File: config.mk
export PLATFORM = sky130hd
export DESIGN_NAME = pwr_wake_ctrl
export DESIGN_NICKNAME = d
export VERILOG_FILES = /design/src/rtl/pwr_wake_pkg.sv /design/src/rtl/pwr_regs.sv /design/src/rtl/pwr_down_seq.sv /design/src/rtl/wake_route.sv /design/src/rtl/pwr_wake_ctrl.sv
export SDC_FILE = /design/constraint.sdc
export NUM_CORES = 1
export LEC_CHECK = 0
export BUFFER_PORTS_ARGS = -buffer_cell sky130_fd_sc_hd__buf_2
export CORE_MARGIN = 2
export CORE_UTILIZATION = 48
export DETAILED_ROUTE_END_ITERATION = 10
export GPL_TIMING_DRIVEN = 0
export PLACE_DENSITY = 0.77
export SYNTH_ARGS = -nofsm -noshare
export SYNTH_HDL_FRONTEND = slang
export SYNTH_SLANG_ARGS = --single-unit
File: constraint.sdc
create_clock -name clk -period 3.9 [get_ports clk]
set_clock_uncertainty 0.15 [all_clocks]
set_input_delay 0.78 -clock clk [delete_from_list [all_inputs] [get_ports clk]]
set_output_delay 0.78 -clock clk [all_outputs]
set_load 0.01 [all_outputs]
File: src/rtl/pwr_wake_pkg.sv
package pwr_wake_pkg;

  localparam int ICTL_ROUTE_B = 7;
  localparam int ICTL_KPEN_B  = 1;
  localparam int ICTL_KPFLG_B = 0;

  localparam int MCTL_PD_B    = 7;
  localparam int MCTL_LOOP_B  = 1;
  localparam int MCTL_PSEL_B  = 0;

  typedef struct packed {
    logic route;
    logic kp_en;
    logic kp_flag;
  } ictl_t;

  typedef struct packed {
    logic pd;
    logic loopbk;
    logic psel;
  } mctl_t;

endpackage

File: src/rtl/pwr_regs.sv
module pwr_regs
  import pwr_wake_pkg::*;
#(
  parameter int          ADDR_W    = 16,
  parameter int          DATA_W    = 8,
  parameter logic [15:0] ICTL_ADDR = 16'hFF94,
  parameter logic [15:0] MCTL_ADDR = 16'hFFF1
) (
  input  logic              clk,
  input  logic              rst_n,
  input  logic              bus_sel,
  input  logic              bus_wr,
  input  logic [ADDR_W-1:0] bus_addr,
  input  logic [DATA_W-1:0] bus_wdata,
  output logic [DATA_W-1:0] bus_rdata,
  input  logic              kp_evt,
  input  logic              wake_fire,
  output ictl_t             ictl_q,
  output mctl_t             mctl_q
);

  logic  hit_ictl, hit_mctl;
  logic  wr_ictl, rd_ictl, wr_mctl;
  ictl_t ictl_d;
  mctl_t mctl_d;

  assign hit_ictl = (bus_addr == ADDR_W'(ICTL_ADDR));
  assign hit_mctl = (bus_addr == ADDR_W'(MCTL_ADDR));
  assign wr_ictl  = bus_sel &  bus_wr & hit_ictl;
  assign rd_ictl  = bus_sel & ~bus_wr & hit_ictl;
  assign wr_mctl  = bus_sel &  bus_wr & hit_mctl;

  // next state: interrupt control
  always_comb begin
    ictl_d = ictl_q;
    if (wr_ictl) begin
      ictl_d.route = bus_wdata[ICTL_ROUTE_B];
      ictl_d.kp_en = bus_wdata[ICTL_KPEN_B];
      if (bus_wdata[ICTL_KPFLG_B]) ictl_d.kp_flag = 1'b0;
    end
    if (rd_ictl) ictl_d.route = 1'b0;
    if (kp_evt) ictl_d.kp_flag = 1'b1;
  end

  // next state: power control
  always_comb begin
    mctl_d = mctl_q;
    if (wr_mctl) begin
      mctl_d.pd     = bus_wdata[MCTL_PD_B];
      mctl_d.loopbk = bus_wdata[MCTL_LOOP_B];
      mctl_d.psel   = bus_wdata[MCTL_PSEL_B];
    end
    if (wake_fire) mctl_d.pd = 1'b0;
  end

  always_ff @(posedge clk or negedge rst_n) begin
    if (!rst_n) begin
      ictl_q <= '0;
      mctl_q <= '0;
    end else begin
      ictl_q <= ictl_d;
      mctl_q <= mctl_d;
    end
  end

  // combinational read path
  always_comb begin
    bus_rdata = '0;
    if (bus_sel && !bus_wr) begin
      if (hit_ictl) begin
        bus_rdata[ICTL_ROUTE_B] = ictl_q.route;
        bus_rdata[ICTL_KPEN_B]  = ictl_q.kp_en;
        bus_rdata[ICTL_KPFLG_B] = ictl_q.kp_flag;
      end else if (hit_mctl) begin
        bus_rdata[MCTL_PD_B]    = mctl_q.pd;
        bus_rdata[MCTL_LOOP_B]  = mctl_q.loopbk;
        bus_rdata[MCTL_PSEL_B]  = mctl_q.psel;
      end
    end
  end

endmodule

File: src/rtl/pwr_down_seq.sv
module pwr_down_seq #(
  parameter int PD_DELAY = 32
) (
  input  logic clk,
  input  logic rst_n,
  input  logic pd_req,
  output logic ana_off
);

  localparam int CW = $clog2(PD_DELAY + 1);

  logic [CW-1:0] cnt_q, cnt_d;
  logic          off_q, off_d;

  always_comb begin
    cnt_d = cnt_q;
    off_d = off_q;
    if (!pd_req) begin
      cnt_d = '0;
      off_d = 1'b0;
    end else if (!off_q) begin
      if (cnt_q == CW'(PD_DELAY - 1)) off_d = 1'b1;
      else                            cnt_d = cnt_q + CW'(1);
    end
  end

  always_ff @(posedge clk or negedge rst_n) begin
    if (!rst_n) begin
      cnt_q <= '0;
      off_q <= 1'b0;
    end else begin
      cnt_q <= cnt_d;
      off_q <= off_d;
    end
  end

  assign ana_off = off_q;

endmodule

File: src/rtl/wake_route.sv
module wake_route #(
  parameter int WAKE_DELAY = 512,
  parameter int USR_W      = 8
) (
  input  logic             clk,
  input  logic             rst_n,
  input  logic             route,
  input  logic             kp_irq,
  input  logic             sc_irq,
  input  logic [USR_W-1:0] usr_irq,
  output logic             irq0,
  output logic             irq4,
  output logic             irq5,
  output logic             fire
);

  localparam int CW = $clog2(WAKE_DELAY + 1);

  logic          usr_any, src_any;
  logic          armed_q, armed_d;
  logic          fire_q,  fire_d;
  logic [CW-1:0] cnt_q,   cnt_d;

  assign usr_any = |usr_irq;
  assign src_any = kp_irq | sc_irq | usr_any;

  always_comb begin
    armed_d = armed_q;
    fire_d  = fire_q;
    cnt_d   = cnt_q;
    if (!route) begin
      armed_d = 1'b0;
      fire_d  = 1'b0;
      cnt_d   = '0;
    end else if (!fire_q) begin
      if (armed_q) begin
        if (cnt_q == CW'(WAKE_DELAY)) begin
          fire_d  = 1'b1;
          armed_d = 1'b0;
        end else begin
          cnt_d = cnt_q + CW'(1);
        end
      end else if (src_any) begin
        armed_d = 1'b1;
        cnt_d   = CW'(1);
      end
    end
  end

  always_ff @(posedge clk or negedge rst_n) begin
    if (!rst_n) begin
      armed_q <= 1'b0;
      fire_q  <= 1'b0;
      cnt_q   <= '0;
    end else begin
      armed_q <= armed_d;
      fire_q  <= fire_d;
      cnt_q   <= cnt_d;
    end
  end

  assign irq0 = route ? fire_q : usr_any;
  assign irq4 = route ? 1'b0   : sc_irq;
  assign irq5 = route ? 1'b0   : kp_irq;
  assign fire = fire_q;

endmodule

File: src/rtl/pwr_wake_ctrl.sv
module pwr_wake_ctrl
  import pwr_wake_pkg::*;
#(
  parameter int          ADDR_W     = 16,
  parameter int          DATA_W     = 8,
  parameter int          USR_W      = 8,
  parameter int          PD_DELAY   = 32,
  parameter int          WAKE_DELAY = 512,
  parameter logic [15:0] ICTL_ADDR  = 16'hFF94,
  parameter logic [15:0] MCTL_ADDR  = 16'hFFF1
) (
  input  logic              clk,
  input  logic              rst_n,
  input  logic              bus_sel,
  input  logic              bus_wr,
  input  logic [ADDR_W-1:0] bus_addr,
  input  logic [DATA_W-1:0] bus_wdata,
  output logic [DATA_W-1:0] bus_rdata,
  input  logic              kp_evt,
  input  logic              sc_irq,
  input  logic [USR_W-1:0]  usr_irq,
  output logic              irq0,
  output logic              irq4,
  output logic              irq5,
  output logic              osc_en,
  output logic              pll_en,
  output logic              uart_loop,
  output logic              pin_sel
);

  ictl_t ictl_q;
  mctl_t mctl_q;
  logic  wake_fire;
  logic  ana_off;
  logic  route_q, pd_q, kp_en_q, kp_irq;
  logic  ana_on;

  pwr_regs #(
    .ADDR_W(ADDR_W), .DATA_W(DATA_W),
    .ICTL_ADDR(ICTL_ADDR), .MCTL_ADDR(MCTL_ADDR)
  ) regs_i (
    .clk(clk), .rst_n(rst_n),
    .bus_sel(bus_sel), .bus_wr(bus_wr), .bus_addr(bus_addr),
    .bus_wdata(bus_wdata), .bus_rdata(bus_rdata),
    .kp_evt(kp_evt), .wake_fire(wake_fire),
    .ictl_q(ictl_q), .mctl_q(mctl_q)
  );

  pwr_down_seq #(.PD_DELAY(PD_DELAY)) pdseq_i (
    .clk(clk), .rst_n(rst_n), .pd_req(pd_q), .ana_off(ana_off)
  );

  wake_route #(.WAKE_DELAY(WAKE_DELAY), .USR_W(USR_W)) route_i (
    .clk(clk), .rst_n(rst_n), .route(route_q),
    .kp_irq(kp_irq), .sc_irq(sc_irq), .usr_irq(usr_irq),
    .irq0(irq0), .irq4(irq4), .irq5(irq5), .fire(wake_fire)
  );

  assign route_q   = ictl_q.route;
  assign kp_en_q   = ictl_q.kp_en;
  assign pd_q      = mctl_q.pd;
  assign kp_irq    = ictl_q.kp_flag & ictl_q.kp_en;

  // the power-down override holds only while the request bit stands
  assign ana_on    = ~(ana_off & pd_q) | wake_fire;
  assign osc_en    = ana_on;
  assign pll_en    = ana_on;
  assign uart_loop = mctl_q.loopbk;
  assign pin_sel   = mctl_q.psel;

endmodule

==> results.yml, run 1 <==
yosys:
  synth_area_per_cell_sq_um: 9.60
  synth_warnings: 0
  synth_edf_count: 0
  seq_area_frac_synth: 0.400
  yosysTopAreaCell: "dfrtp_1"
  async_flop_share: 1.00
  synth_flop_cell: "dfrtp_1"
  syn_area_sq_um: 1570
  synth_top_area_share: 0.400
  ys_ff_latch: 25
  syn_inst: 163
  synth.area.top_cells: "dfrtp_1 (40%), nand3_1 (3.2%), nor2_1 (3.1%)"
  synth.distinct_cells: 50
floorplanning:
  rows: 20
  dieArea_sq_um: 3730
  ios: 53
  dieHeight_microns: 61.1
  start_util: 0.509
  die_width_microns: 61.1
  core-area_sq_um: 3080
routing:
  viasPerCell: 5.69
  first_pass_iters: 4
  drc: 0
  antenna_left: 0
  routed_wl_microns: 3660
  num_vias: 1463
  wl_per_cell_microns: 14.2
  drtIter0Drc: 110
clock_network:
  root_buffer: "clkbuf_4"
  cts_tree: "built"
  cts.sinks: 25
  post_cts_buffers: 0
  cts_resized: 0
  cts_hold_buf: 0
  cts_made_buffers: 3
  clk_path_buf_depth: 2
  clkTransAtPathRegs_ns: 0.13
  clock_latency_ns: 0.32
  h-tree-depth: 1
critical_path:
  crit_path_frequent_cell: "buf_2"
  cp_slowest_cell: "nor4_4"
  cp_max_fo: 9
  cp-end-kind: "primary output"
  worst_ep_required_time_ns: 2.97
  slowest_delay_ns: 0.43
  cp-start-kind: "input pin"
  crit_type: "input pin to primary output"
  arrival_ns: 2.00
  path_cells: "buf_2 > nand4_1 > nor4_4 > and3b_1 > a22o_1 > buf_2"
timing:
  setup_tns_ns: 0
  period_minus_slack_ns: 2.93
  finalHoldViolCount: 0
  worstMarginPinSlew_ns: 0.551
  rsz0062_at_grt: "false"
  fmax_mhz: 342
  slew_headroom: 0.631
  final-max-slew-violation-count: 0
  setup_viol: 0
  fin_crit_sh: 0.750
place:
  place_hpwl_microns: 2790
  portBuffers: 42
  place.gp.congestion: 0.838
hold_path:
  hold_class: "input pin to asynchronous set/reset pin"
global_routing:
  gr-usage-all-layers: 0.220
  grt_pass1_vias: 1443
  grt_max_degree: 26
  gr-total-overflow: 0
  antenna_found_initial: 0
  grt_pass1_wl_microns: 6270
power_and_ir_drop:
  pwr-share-comb: 0.372
  power_frac_clock: 0.134
  swShare: 0.392
  irDropWorstVdd_v: 0.000178
  seqPwrFrac: 0.493
  leakage_nw: 0.891
  p_total_uw: 855
  power.switching_uw: 335
  cellPowerDensity_nw_per_um2: 457
  p_int_uw: 520
flow_run:
  drv_cap: 0
finish:
  layout-drive-gt1-share: 0.329
  area_growth_pct: 19.6
  final_core_util: 0.608
  final_nets: 255
  diodes: 0
status:
  status: "finished clean"
==> cell type report <==
| cell class | instances | area [sq um] |
|---|---|---|
| multi-input cells | 123 | 850 |
| repair buffers | 42 | 210 |
| inverters | 8 | 30.0 |
| fillers | 292 | 1210 |
| clock buffers | 4 | 26.3 |
| well taps | 44 | 55.1 |
| flip-flops and latches | 25 | 626 |
| plain buffers | 11 | 75.1 |
==> power by group through the flow <==
stage / combinational (mW) / clock [mW] / sequential, mW
floorplan: 0.242 / 0 / 0.402
global placement: 0.294 / 0 / 0.420
detailed placement: 0.318 / 0 / 0.425
CTS: 0.320 / 0.120 / 0.421
global route: 0.362 / 0.131 / 0.433
finish: 0.318 / 0.115 / 0.422
==> final timing paths <==
path	from	end	slack [ns]	cells after the start
min in group clk	regs_i.ictl_q[0]	regs_i.ictl_q[0]	0.39	1
hold reg to reg	regs_i.ictl_q[0]	regs_i.ictl_q[0]	0.39	1
max in group asynchronous	rst_n	route_i.cnt_q[1]	2.96	1
hold / removal	rst_n	pdseq_i.cnt_q[5]	0.27	1
setup / recovery	bus_addr[12]	bus_rdata[1]	0.97	6
setup reg to reg	route_i.cnt_q[0]	route_i.cnt_q[7]	1.79	7
==> layer usage <==
layer	vias up	GRT usage	share of wire
met5	-	0	0
met4	0	0.0870	0.012
met1	697	0.269	0.41
met2	48	0.391	0.53
li1	713	-	-
met3	5	0.0315	0.051
==> metrics by stage <==
stage,instance area [sq um],worst slack [ns],cells,hold slack (ns)
finish,1870,0.974,257,0.274
CTS,1870,0.983,257,0.287
global route,1870,0.824,257,0.298
floorplan,1580,1.27,167,0.316
detailed placement,1850,0.983,253,0.360
global placement,1850,1.01,253,0.355
==> Yosys cell counts, drive strengths merged, types with 3 or more instances <==
cell / number
nand2: 13
ha: 3
mux2: 3
mux2i: 3
a21oi: 7
o21ai: 3
nand3: 10
nor2: 13
a31o: 4
a31oi: 5
o311ai: 5
buf: 9
a22o: 3
nor4: 5
dfrtp: 25
nor3: 3
nand4: 7
o31ai: 3
inv: 8
==> critical path: cells and delay by family <==
family                 cells  cell delay, ns
and+or+nand+nor            3            0.85
buffers and inverters      2            0.21
AOI/OAI and AO/OA          1            0.16
==> placed cells by master (no fill, tap or decap), drive strengths merged, types with 2 or more instances in the layout <==
| cell type | netlist | routed |
|---|---|---|
| nand4 | 7 | 7 |
| nor4 | 5 | 5 |
| nor2b | 2 | 2 |
| ha | 3 | 3 |
| a31oi | 5 | 5 |
| o21ai | 3 | 3 |
| mux2i | 3 | 3 |
| mux2 | 3 | 3 |
| nor2 | 13 | 13 |
| nand2 | 13 | 13 |
| a22o | 3 | 3 |
| and3b | 2 | 2 |
| and4 | 2 | 2 |
| dfrtp | 25 | 25 |
| nand4b | 2 | 2 |
| nand2b | 2 | 2 |
| a21o | 2 | 2 |
| clkbuf | 2 | 6 |
| nor3 | 3 | 3 |
| nand3 | 10 | 10 |
| inv | 8 | 8 |
| buf | 9 | 51 |
| a21oi | 7 | 7 |
| o311ai | 5 | 5 |
| a31o | 4 | 4 |
| o31ai | 3 | 3 |
| and3 | 2 | 2 |
| conb | 1 | 5 |
| a41oi | 2 | 2 |
==> registers in the layout (all words and copies together) (netlist names) <==
| name | count |
|---|---|
| pdseq_i.cnt_q | 6 |
| regs_i.ictl_q | 3 |
| pdseq_i.ana_off | 1 |
| route_i.fire | 1 |
| route_i.cnt_q | 10 |
| regs_i.mctl_q | 3 |
| route_i.armed_q | 1 |
==> cells by family after synthesis <==
logic type	count (synthesis)	synth area share
DFF	25	0.400
buffers and inverters	19	0.0671
adders and majority gates	3	0.0240
muxes	6	0.0408
and+or+nand+nor	67	0.251
xor gates and xnor gates	1	0.00560
AOI/OAI and AO/OA	41	0.209
other	1	0.00240
No activity file was read; power rests on OpenSTA's default activity.
==> run 2, diff against run 1 <==
--- a/config.mk
+++ b/config.mk
@@ -5,12 +5,13 @@
 export SDC_FILE = /design/constraint.sdc
 export NUM_CORES = 1
 export LEC_CHECK = 0
+export ABC_AREA = 1
 export BUFFER_PORTS_ARGS = -buffer_cell sky130_fd_sc_hd__buf_2
 export CORE_MARGIN = 2
 export CORE_UTILIZATION = 48
 export DETAILED_ROUTE_END_ITERATION = 10
 export GPL_TIMING_DRIVEN = 0
-export PLACE_DENSITY = 0.77
+export PLACE_DENSITY = 0.76
 export SYNTH_ARGS = -nofsm -noshare
 export SYNTH_HDL_FRONTEND = slang
 export SYNTH_SLANG_ARGS = --single-unit
==> constraint.sdc (replaced) <==
create_clock -name clk -period 2.85 [get_ports clk]
set_clock_uncertainty 0.15 [all_clocks]
set_input_delay 0.57 -clock clk [delete_from_list [all_inputs] [get_ports clk]]
set_output_delay 0.57 -clock clk [all_outputs]
set_load 0.01 [all_outputs]
==> run 2 against run 1 <==
Against the previous run:
- final area up 5.7%
- sequential share of layout area is 1.8 points lower
- setup slack worse by 0.42 ns
- critical path depth grew 4
- die area increased by 6.0%
- non-clock buffer count stayed put
- via count rose by 13%
==> results.yml, run 2 <==
floorplanning:
  core-area_sq_um: 3340
  rows: 21
  start_util: 0.499
  dieArea_sq_um: 3960
  dieHeight_microns: 62.9
  ios: 53
  die_width_microns: 62.9
yosys:
  yosysTopAreaCell: "dfrtp_1"
  synth.area.top_cells: "dfrtp_1 (38%), nand2_1 (18%), nand3_1 (8.1%)"
  async_flop_share: 1.00
  synth_warnings: 0
  syn_inst: 247
  seq_area_frac_synth: 0.376
  synth_top_area_share: 0.376
  synth.most_common_cell: "nand2_1"
  synth_common_cells: "nand2_1 (78), nor2_1 (31), inv_1 (28)"
  synth_edf_count: 0
  synth_flop_cell: "dfrtp_1"
  ys_ff_latch: 25
  synth.distinct_cells: 27
  synth_area_per_cell_sq_um: 6.74
  syn_area_sq_um: 1670
finish:
  final_cell_mix: "nand2_1 (78), buf_2 (44), nor2_1 (31), inv_1 (28), nand3_1 (27)"
  diodes: 0
  final_common_cell: "nand2_1"
  area_growth_pct: 18.8
  multi_input_area_sq_um: 861
  top_register: "route_i.cnt_q"
  reg_top3: "route_i.cnt_q (10), pdseq_i.cnt_q (6)"
  final_nets: 339
  largest_reg_flops: 10
  fill_cells: 358
  area.sequential_sq_um: 626
  layout-drive-gt1-share: 0.222
critical_path:
  crit_type: "input pin to primary output"
  cp_max_fo: 8
  arrival_ns: 1.57
  timing.critical_path.buf_inv: 3
  reg2regPathDepth: 9
  cp_num_cells: 10
  critPathTopFamily: "simple AND/OR/NAND/NOR gates"
  cp-start-kind: "input pin"
  crit_path_frequent_cell: "nand2_1"
  slowest_delay_ns: 0.25
  r2r_setup_slack_ns: 1.23
  cp_slowest_cell: "nor2_2"
  path_cells: "buf_2 > inv_1 > nand2_1 > nor2_1 > nand3_1 > nor2_2 > nand2_1 > nand2_1 > nor2_1 > buf_2"
  worst_ep_required_time_ns: 2.13
  cp-end-kind: "primary output"
hold_path:
  hold_class: "input pin to asynchronous set/reset pin"
status:
  status: "finished clean"
routing:
  wl_per_cell_microns: 10.4
  drtIter0Drc: 56
  num_vias: 1646
  antenna_left: 0
  drc: 0
  viasPerCell: 4.80
  first_pass_iters: 4
  routed_wl_microns: 3580
global_routing:
  gr-usage-all-layers: 0.208
  grt_pass1_vias: 1614
  grt_pass1_wl_microns: 6730
  antenna_found_initial: 0
  gr-total-overflow: 0
  grt_max_degree: 26
timing:
  slew_headroom: 0.618
  fmax_mhz: 436
  setup_tns_ns: 0
  fin_crit_sh: 0.804
  finalHoldViolCount: 0
  worstMarginPinSlew_ns: 0.573
  final-max-slew-violation-count: 0
  setup_viol: 0
  hold_slack_ns: 0.0508
  rsz0062_at_grt: "false"
  period_minus_slack_ns: 2.29
clock_network:
  cts.sinks: 25
  clock_latency_ns: 0.34
  h-tree-depth: 1
  cts_hold_buf: 0
  post_cts_buffers: 0
  cts_tree: "built"
  clkTransAtPathRegs_ns: 0.15
  cts_resized: 0
  cts_made_buffers: 3
  clk_path_buf_depth: 2
  root_buffer: "clkbuf_4"
place:
  place.gp.congestion: 0.895
  place_hpwl_microns: 2740
  portBuffers: 42
power_and_ir_drop:
  irDropWorstVdd_v: 0.000200
  leakage_nw: 1.06
  cellPowerDensity_nw_per_um2: 293
flow_run:
  drv_cap: 0
[run 2: final timing paths]
path / startpoint / endpoint
max: bus_addr[3] / bus_rdata[7]
min: rst_n / route_i.cnt_q[5]
max reg2reg: route_i.cnt_q[0] / route_i.cnt_q[1]
min reg2reg: pdseq_i.cnt_q[0] / pdseq_i.cnt_q[0]
max in group asynchronous: rst_n / regs_i.ictl_q[0]
min in group clk: kp_evt / regs_i.ictl_q[0]
[run 2: kinds of logic after synthesis]
family                   after synthesis  share of synthesized area
AO/OA/AOI/OAI                         22                     0.0699
XOR/XNOR                               2                     0.0105
adder cells (fa/ha/maj)                3                     0.0225
buffers and inverters                 40                      0.116
other                                  1                    0.00225
flip-flops                            25                      0.376
multiplexers                           1                    0.00601
AND/OR/NAND/NOR                      153                      0.397
[run 2: report_power, final]
part           total (mW)  switching [mW]  internal (mW)
sequential          0.355       0.0000173          0.355
combinational      0.0539          0.0283         0.0256
clock               0.172           0.118         0.0539
[run 2: area by class of cell]
| type | count | area share |
|---|---|---|
| Multi-Input combinational cell | 186 | 0.435 |
| Sequential cell | 25 | 0.316 |
| Timing Repair Buffer | 42 | 0.106 |
| Inverter | 29 | 0.0550 |
| Buffer | 11 | 0.0430 |
| Tap cell | 46 | 0.0291 |
| Clock buffer | 3 | 0.0114 |
| Clock inverter | 1 | 0.00380 |
[run 2: stage by stage]
stage,utilization,instances,power [mW],worst slack (ns),area [sq um]
2_1_floorplan,-,251,0.383,0.797,1680
3_5_place_dp,0.584,339,0.416,0.566,1950
6_report,0.593,343,0.580,0.559,1980
4_1_cts,0.593,343,0.585,0.563,1980
3_3_place_gp,0.584,339,0.415,0.568,1950
5_1_grt,0.593,343,0.611,0.398,1980
[run 2: routing by layer]
| layer | track usage | share of wire | vias to the layer above |
|---|---|---|---|
| li1 | - | - | 867 |
| met4 | 0.0667 | 0.014 | 0 |
| met1 | 0.250 | 0.46 | 750 |
| met3 | 0.0306 | 0.025 | 5 |
| met5 | 0 | 0 | - |
| met2 | 0.378 | 0.50 | 24 |
==> run 3, diff against run 2 <==
--- a/config.mk
+++ b/config.mk
@@ -8,7 +8,7 @@
 export ABC_AREA = 1
 export BUFFER_PORTS_ARGS = -buffer_cell sky130_fd_sc_hd__buf_2
 export CORE_MARGIN = 2
-export CORE_UTILIZATION = 48
+export CORE_UTILIZATION = 46
 export DETAILED_ROUTE_END_ITERATION = 10
 export GPL_TIMING_DRIVEN = 0
 export PLACE_DENSITY = 0.76
==> constraint.sdc (replaced) <==
create_clock -name clk -period 2.08 [get_ports clk]
set_clock_uncertainty 0.15 [all_clocks]
set_input_delay 0.416 -clock clk [delete_from_list [all_inputs] [get_ports clk]]
set_output_delay 0.416 -clock clk [all_outputs]
set_load 0.01 [all_outputs]
==> run 3 against run 2 <==
Against the previous run:
- setup slack got worse by 0.50 ns
- final area up 0.63%
- non-clock buffer count up 1
- critical path type unchanged
- critical endpoint is now bus_rdata[1]
- largest cell class unchanged
==> results.yml, run 3 (synthesized netlist as in run 2, its figures left out) <==
critical_path:
  reg2reg_to: "route_i.cnt_q[8]"
  cp_max_fo: 6
  cp-start-kind: "input pin"
  cp-end-kind: "primary output"
  arrival_ns: 1.46
  worst_ep_required_time_ns: 1.51
  crit_type: "input pin to primary output"
  reg2regPathDepth: 9
  rr_startpoint: "route_i.cnt_q[0]"
  r2r_setup_slack_ns: 0.47
clock_network:
  post_cts_buffers: 0
  cts_tree: "built"
  root_buffer: "clkbuf_4"
  clock_latency_ns: 0.34
  cts_made_buffers: 3
  h-tree-depth: 1
  cts.sinks: 25
  clkTransAtPathRegs_ns: 0.15
  clk_path_buf_depth: 2
timing:
  setup_viol: 0
  hold_slack_ns: 0.0945
  setup_tns_ns: 0
  final-max-slew-violation-count: 0
  period_minus_slack_ns: 2.02
  fmax_mhz: 495
  slew_headroom: 0.629
  rsz0062_at_grt: "false"
  fin_crit_sh: 0.972
  worstMarginPinSlew_ns: 0.557
  finalHoldViolCount: 0
power_and_ir_drop:
  irDropWorstVdd_v: 0.000325
  cellPowerDensity_nw_per_um2: 397
  leakage_nw: 1.06
finish:
  largest_reg_flops: 10
  layout-drive-gt1-share: 0.221
  final_core_util: 0.583
  final_cell_area_sq_um: 1990
  final_nets: 340
  reg_top3: "route_i.cnt_q (10), pdseq_i.cnt_q (6)"
  final_cell_mix: "nand2_1 (78), buf_2 (44), nor2_1 (31), inv_1 (28), nand3_1 (27)"
  diodes: 0
  final_common_cell: "nand2_1"
  area_growth_pct: 19.5
  fill_cells: 360
  finalNonFillerCells: 344
  top_register: "route_i.cnt_q"
routing:
  drc: 0
  wl_per_cell_microns: 10.8
  drtIter0Drc: 145
  routed.top_layer: "met4"
  antenna_left: 0
  met2_wirelength_microns: 1860
  num_vias: 1638
  wirelength_met1_microns: 1670
  viasPerCell: 4.76
  routed_wl_microns: 3710
  first_pass_iters: 4
  wl_met3_microns: 119
place:
  placed_cell_area_sq_um: 1950
  place_hpwl_microns: 2790
  portBuffers: 42
  place.gp.congestion: 0.854
  dp.cells: 339
global_routing:
  gr-total-overflow: 0
  antenna_found_initial: 0
  grt_max_degree: 26
  grt_pass1_vias: 1602
  grt_pass1_wl_microns: 6710
  gr-usage-all-layers: 0.202
floorplanning:
  ios: 53
  core-area_sq_um: 3420
  die_width_microns: 64.2
  dieHeight_microns: 64.2
  rows: 21
  dieArea_sq_um: 4120
  start_util: 0.488
hold_path:
  worstHoldPathCells: 3
  holdPathEnd: "regs_i.ictl_q[0]"
  hold_start: "kp_evt"
  hold_class: "input pin to register"
flow_run:
  drv_cap: 0
status:
  status: "finished clean"
run 3: critical path, stage by stage:
cell      delay, ns
buf_2          0.10
inv_1          0.06
nand2_1        0.05
nor2_1         0.12
nand2_1        0.11
nor2_4         0.16
nand2_1        0.08
a21boi_0       0.19
buf_2          0.17
run 3: where the power goes:
group          switching, mW  internal [mW]
Combinational         0.0383         0.0363
Clock                  0.156         0.0724
Sequential         0.0000240          0.486
run 3: per-stage QoR:
step	setup slack, ns	power, mW
global placement	0.100	0.568
finish	0.0583	0.790
CTS	0.0745	0.806
detailed placement	0.0726	0.570
global route	0.000302	0.835
floorplan	0.335	0.524
run 3: metal layers:
metal  vias to the layer above  track usage
met1                       730        0.238
met4                         0       0.0718
met5                         -            0
li1                        874            -
met2                        27        0.361
met3                         7       0.0423
run 3: timing repair:
item                                    in CTS  in global routing
endpoints found under the setup margin       0                  2
hold buffers                                 1                  0
gates resized for setup                      0                  1
endpoints found under the hold margin       25                  0
run 3: worst max path at each step:
stage,cells after the start,slack [ns],end,startpoint
2_1_floorplan,7,0.33,bus_rdata[1],bus_addr[3]
3_3_place_gp,10,0.10,bus_rdata[7],bus_addr[3]
3_5_place_dp,10,0.07,bus_rdata[0],bus_addr[3]
4_1_cts,10,0.07,bus_rdata[0],bus_addr[3]
5_1_grt,8,0.0003,bus_rdata[1],bus_addr[9]
6_report,9,0.06,bus_rdata[1],bus_addr[3]
run 3: cell type report:
cell class / instances / area (sq um) / area share
plain buffers: 11 / 85.1 / 0.0427
clock buffers: 3 / 22.5 / 0.0113
clock inverters: 1 / 5.00 / 0.00251
inverters: 29 / 109 / 0.0547
multi-input cells: 186 / 866 / 0.435
flip-flops and latches: 25 / 626 / 0.314
well taps: 46 / 57.6 / 0.0289
repair buffers: 43 / 220 / 0.111
